$ cat src/rtl/trap_irq_pkg.sv
package trap_irq_pkg;
  localparam logic [7:0] OP_TRAP  = 8'h00;
  localparam logic [7:0] STK_LIM0 = 8'h2F;
  localparam logic [7:0] STK_LIM1 = 8'h6F;
endpackage

$ cat src/rtl/trap_fetch_guard.sv
module trap_fetch_guard #(
  parameter int ADDR_W   = 12,
  parameter int DATA_W   = 8,
  parameter int MEM_SIZE = 1024
) (
  input  logic [ADDR_W-1:0] addr_i,
  input  logic [DATA_W-1:0] rom_i,
  output logic [DATA_W-1:0] data_o
);
  localparam logic [ADDR_W:0] LIMIT = (ADDR_W+1)'(MEM_SIZE);

  assign data_o = ({1'b0, addr_i} < LIMIT) ? rom_i : '0;
endmodule

$ cat src/rtl/trap_detect.sv
module trap_detect
  import trap_irq_pkg::*;
#(
  parameter int DATA_W = 8,
  parameter int SP_W   = 8
) (
  input  logic              clk_i,
  input  logic              rst_ni,
  input  logic              ir_load_i,
  input  logic [DATA_W-1:0] opcode_i,
  input  logic              pop_i,
  input  logic [SP_W-1:0]   sp_i,
  input  logic              stk_sel_i,
  input  logic              clr_i,
  output logic              trap_evt_o,
  output logic              trap_pend_o
);
  logic [SP_W-1:0] floor_w;
  logic            op_hit, pop_hit, pend_q;

  assign floor_w    = stk_sel_i ? SP_W'(STK_LIM1) : SP_W'(STK_LIM0);
  assign op_hit     = ir_load_i && (opcode_i == DATA_W'(OP_TRAP));
  assign pop_hit    = pop_i && (sp_i > floor_w);
  assign trap_evt_o = op_hit || pop_hit;

  // set dominates clear
  always_ff @(posedge clk_i or negedge rst_ni) begin
    if (!rst_ni)         pend_q <= 1'b0;
    else if (trap_evt_o) pend_q <= 1'b1;
    else if (clr_i)      pend_q <= 1'b0;
  end
  assign trap_pend_o = pend_q;

  p_set_r3: assert property (@(posedge clk_i) disable iff (!rst_ni)
    trap_evt_o |=> trap_pend_o);
  p_clear_r6: assert property (@(posedge clk_i) disable iff (!rst_ni)
    (clr_i && !trap_evt_o) |=> !trap_pend_o);
  p_sticky_r6: assert property (@(posedge clk_i) disable iff (!rst_ni)
    (trap_pend_o && !clr_i) |=> trap_pend_o);
endmodule

$ cat src/rtl/trap_mask_arb.sv
module trap_mask_arb #(
  parameter int N_SRC = 8,
  parameter int VEC_W = $clog2(N_SRC + 1)
) (
  input  logic             clk_i,
  input  logic             rst_ni,
  input  logic             gie_i,
  input  logic [N_SRC-1:0] pend_i,
  input  logic [N_SRC-1:0] en_i,
  input  logic             trap_evt_i,
  input  logic             trap_pend_i,
  input  logic             reti_i,
  output logic             ack_o,
  output logic [VEC_W-1:0] vec_o
);
  logic [N_SRC-1:0] req;
  logic [VEC_W-1:0] sel_vec;
  logic             found, grant, isr_q, ack_q;
  logic [VEC_W-1:0] vec_q;

  assign req = pend_i & en_i;

  always_comb begin
    sel_vec = '0;
    found   = 1'b0;
    for (int i = 0; i < N_SRC; i++) begin
      if (req[i] && !found) begin
        sel_vec = VEC_W'(i + 1);
        found   = 1'b1;
      end
    end
  end

  assign grant = gie_i && found && !trap_pend_i && !isr_q && !trap_evt_i;

  always_ff @(posedge clk_i or negedge rst_ni) begin
    if (!rst_ni) begin
      ack_q <= 1'b0;
      vec_q <= '0;
      isr_q <= 1'b0;
    end else begin
      ack_q <= trap_evt_i || grant;
      vec_q <= grant ? sel_vec : '0;
      if (grant)       isr_q <= 1'b1;
      else if (reti_i) isr_q <= 1'b0;
    end
  end

  assign ack_o = ack_q;
  assign vec_o = vec_q;

  p_trap_first_r10: assert property (@(posedge clk_i) disable iff (!rst_ni)
    trap_evt_i |=> (ack_o && vec_o == '0));
  p_block_r6: assert property (@(posedge clk_i) disable iff (!rst_ni)
    trap_pend_i |=> !(ack_o && vec_o != '0));
  p_no_nest_r9: assert property (@(posedge clk_i) disable iff (!rst_ni)
    isr_q |=> !(ack_o && vec_o != '0));
  p_gie_r8: assert property (@(posedge clk_i) disable iff (!rst_ni)
    (ack_o && vec_o != '0) |-> $past(gie_i));
  p_idle_vec_r11: assert property (@(posedge clk_i) disable iff (!rst_ni)
    !ack_o |-> vec_o == '0);
endmodule

$ cat src/rtl/trap_irq_ctrl.sv
module trap_irq_ctrl #(
  parameter int ADDR_W   = 12,
  parameter int DATA_W   = 8,
  parameter int MEM_SIZE = 1024,
  parameter int SP_W     = 8,
  parameter int N_SRC    = 8,
  localparam int VEC_W   = $clog2(N_SRC + 1)
) (
  input  logic              clk_i,
  input  logic              rst_ni,
  input  logic [ADDR_W-1:0] fetch_addr_i,
  input  logic [DATA_W-1:0] rom_data_i,
  output logic [DATA_W-1:0] fetch_data_o,
  input  logic              ir_load_i,
  input  logic              pop_i,
  input  logic [SP_W-1:0]   sp_i,
  input  logic              stk_sel_i,
  input  logic              pend_clr_i,
  input  logic              reti_i,
  input  logic              gie_i,
  input  logic [N_SRC-1:0]  irq_pend_i,
  input  logic [N_SRC-1:0]  irq_en_i,
  output logic              ack_o,
  output logic [VEC_W-1:0]  vec_o
);
  logic trap_evt, trap_pend;

  trap_fetch_guard #(.ADDR_W(ADDR_W), .DATA_W(DATA_W), .MEM_SIZE(MEM_SIZE)) u_guard (
    .addr_i (fetch_addr_i),
    .rom_i  (rom_data_i),
    .data_o (fetch_data_o)
  );

  trap_detect #(.DATA_W(DATA_W), .SP_W(SP_W)) u_detect (
    .clk_i       (clk_i),
    .rst_ni      (rst_ni),
    .ir_load_i   (ir_load_i),
    .opcode_i    (fetch_data_o),
    .pop_i       (pop_i),
    .sp_i        (sp_i),
    .stk_sel_i   (stk_sel_i),
    .clr_i       (pend_clr_i),
    .trap_evt_o  (trap_evt),
    .trap_pend_o (trap_pend)
  );

  trap_mask_arb #(.N_SRC(N_SRC), .VEC_W(VEC_W)) u_arb (
    .clk_i       (clk_i),
    .rst_ni      (rst_ni),
    .gie_i       (gie_i),
    .pend_i      (irq_pend_i),
    .en_i        (irq_en_i),
    .trap_evt_i  (trap_evt),
    .trap_pend_i (trap_pend),
    .reti_i      (reti_i),
    .ack_o       (ack_o),
    .vec_o       (vec_o)
  );

  p_trap_any_gie_r5: assert property (@(posedge clk_i) disable iff (!rst_ni)
    (ir_load_i && fetch_data_o == '0) |=> (ack_o && vec_o == '0));
endmodule

$ cat config.mk
export PLATFORM = sky130hd
export DESIGN_NAME = trap_irq_ctrl
export DESIGN_NICKNAME = d
export VERILOG_FILES = /design/src/rtl/trap_irq_pkg.sv /design/src/rtl/trap_fetch_guard.sv /design/src/rtl/trap_detect.sv /design/src/rtl/trap_mask_arb.sv /design/src/rtl/trap_irq_ctrl.sv
export SDC_FILE = /design/constraint.sdc
export NUM_CORES = 1
export LEC_CHECK = 0
export BUFFER_PORTS_ARGS = -buffer_cell sky130_fd_sc_hd__clkbuf_2
export CELL_PAD_IN_SITES_DETAIL_PLACEMENT = 0
export CELL_PAD_IN_SITES_GLOBAL_PLACEMENT = 1
export CORE_AREA = 3 3 57 59
export DETAILED_ROUTE_END_ITERATION = 7
export DIE_AREA = 0 0 60 62
export PLACE_DENSITY = 0.78
export SYNTH_ARGS = -nofsm -noshare
export SYNTH_HDL_FRONTEND = slang
export SYNTH_HIERARCHICAL = 1
export SYNTH_SLANG_ARGS = --single-unit
$ cat constraint.sdc
create_clock -name clk_i -period 1.3 [get_ports clk_i]
set_input_delay 0.26 -clock clk_i [delete_from_list [all_inputs] [get_ports clk_i]]
set_output_delay 0.26 -clock clk_i [all_outputs]
set_load 0.05 [all_outputs]
==> metrics <==
core footprint 2760 um2; Relative slew margins 81.3%; drt wl/cell 12.1 um; Simple-Gate Fraction of Synth Area 39.7%; Yosys top cell by area dfrtp_1; GP Congestion 0.811; Compound-Gate Fraction of Synth Area 22.7%; DIE HEIGHT 62 um; RSZ-0062 raised after global routing yes; CTS Root Cell clkbuf_4; CP Data Arrival Time 1.44 ns; register area share after synthesis 30.2%; commonest non-fill, non-tap cells in the layout 42 x clkbuf_2, 10 x buf_4, 8 x nand2_1, 8 x nor3b_4, 7 x dfrtp_1; status finished clean; HP Class in2reg; Hold Crit Start reti_i; vias in the first global route 696; nets@finish 176; syn_nets 108; CP Class in2reg; DP Wirelength 1640 um; Num Clock Sinks 7; Remaining DRCs 0; Crit-path slowest cell a311o_1; num rows 19; Die W 60 um; Via density 4.40; first-pass GRT wire length 2830 um; Mapped Area 579 um2; Critical Path Max Stage Delay 0.27 ns; Leak 0.570 nW; CP cell instances buf_6 > inv_4 > ha_4 > a311o_1 > o211ai_2 > nand2_1 > or2_4 > a221oi_2; Die Area 3720 um2; Ys Warns 6; CTS tree yes; worst path required time 1.45 ns; skew final 0.00194 ns; Distinct cells, synth 26; Max Slew Vio Count 0; Post-Synth Adder-Cell Area 2.16%; DRT Wirelength 1840 um; combinational family with the most area after synthesis simple AND/OR/NAND/NOR gates; Max clock buf depth 2; post-placement setup slack -0.415 ns; Setup TNS Final 0 ns; share of post-route cells with drive strength above 1 73.0%; critical path launch point type input pin; # IOs 65; antenna violations before repair 0; CP Buf/Inv Count 2; drt initial violations 8; area share of the largest cell type after synthesis 30.2%; commonest non-fill, non-tap cell in the layout clkbuf_2; WP depth 8; via count 673; Detail Route Antenna Nets 0; 1st-pass router iterations 4; largest net degree at the start of global routing 9; VDD IR max 0.000352 V; Final setup viols 0; synthesized netlist cell count 55; mux cell area share after synthesis 0%; Worst setup EP type register; Fin. Hold Viols 0; number of buffers created by CTS 3; Top delay family on crit path compound AO/OA/AOI/OAI gates; Seq cells post-synth 7; final worst slack 0.00904 ns; Port Buffers 54; H-Tree Level Count 1; grt total ovfl 0; fin crit period 1.29 ns; setup repair bufs after CTS 0; Least-Margin Pin Slew 0.279 ns; GRT Total Usage 9.99%; syn avg cell area 10.5 um2; R2R cell count 4; xor/xnor share of the synthesized area 0%; clk_lat worst skew 0.24 ns; Hold Path Depth 2; Max Cap Viol 0; maximum clock rate 775 MHz; starting density of the core 21.0%; top cells by area, synth dfrtp_1 30%, nor3b_2 17%, a22oi_2 6.5%; clk slew on worst S/H paths 0.05 ns; reg2reg start u_detect/trap_pend_o; number of diodes 0; Worst Path Max Fanout 5; Layout area overhead 103%; end-of-flow core utilization 42.7%; Pwr Density 668 nW/um2; fin crit share 99.3%; Critical Path Start stk_sel_i
sequential cells by signal (all words and copies together), names as in the netlist:
name / count
u_detect/trap_pend_o: 1
u_arb/isr_q: 1
u_arb/vec_o: 4
u_arb/ack_o: 1
cell families after synthesis:
logic type / count (synthesis)
simple gates: 30
compound gates: 13
flops: 7
buf+inv: 4
fa+ha+maj: 1
stage by stage:
stage | cell area (um2) | power [mW] | instances | hold slack [ns]
floorplan | 654 | 0.440 | 55 | -0.0356
CTS | 1190 | 0.805 | 155 | 0.201
detailed placement | 1090 | 0.591 | 150 | 0.0987
global route | 1180 | 0.841 | 153 | 0.220
finish | 1180 | 0.786 | 153 | 0.213
global placement | 1090 | 0.585 | 150 | 0.0958
worst paths after layout:
| check | end | slack [ns] |
|---|---|---|
| setup / recovery | u_arb/vec_o[1] | 0.009 |
| hold / removal | u_arb/isr_q | 0.21 |
| setup reg to reg | u_arb/vec_o[1] | 0.20 |
| hold reg to reg | u_detect/trap_pend_o | 0.51 |
| max in group asynchronous | u_arb/vec_o[3] | 0.76 |
| min in group asynchronous | u_arb/vec_o[2] | 0.38 |
what timing repair did:
| item | 4_1_cts | 5_1_grt |
|---|---|---|
| resized for setup | 12 | 8 |
| hold endpoints to repair | 7 | 0 |
| pin swaps | 6 | 7 |
| setup endpoints to repair | 10 | 11 |
| hold buffers | 1 | 0 |
area by class of cell:
type	count	area (um2)
fillers	265	1580
multi-input cells	44	453
inverters	2	10.0
well taps	31	38.8
clock buffers	4	26.3
repair buffers	65	474
flip-flops and latches	7	175
report_power, final:
group | switching, mW | internal [mW] | total, mW | leakage [nW]
clock | 0.0705 | 0.116 | 0.187 | 0.0150
sequential | 0.00648 | 0.235 | 0.241 | 0.0913
combinational | 0.185 | 0.173 | 0.358 | 0.463
total | 0.262 | 0.524 | 0.786 | 0.570
worst reg2reg max path, cell delays in order, from the launching register on:
cell and delay, ns:
dfrtp_1 0.37, nor2_1 0.10, nand2_1 0.08, or2_4 0.29
a221oi_2 0.17
cell usage after synthesis:
cell	count
dfrtp_1	7
nor2_1	2
nor3_1	2
a211oi_1	1
buf_6	2
nor3b_2	8
a21oi_2	1
inv_1	2
o21bai_1	1
nand3_1	1
a31oi_1	1
nand2b_1	2
nor4b_1	1
a22oi_2	3
nor3b_1	1
or2_4	1
a311o_1	1
a221oi_2	1
nand4_2	1
nand2_1	8
a32o_1	2
o211ai_2	1
o22ai_1	1
ha_1	1
nand4b_1	2
nand3_2	1
per-layer routing:
layer / vias to the layer above / GRT usage (%) / wire length, um
li1: 348 / - / -
met1: 295 / 9.83 / 612
met2: 30 / 18.4 / 1030
met3: 0 / 4.55 / 201
met4: 0 / 3.80 / 0
met5: - / 0 / 0
(Power assumes the default switching activity.)
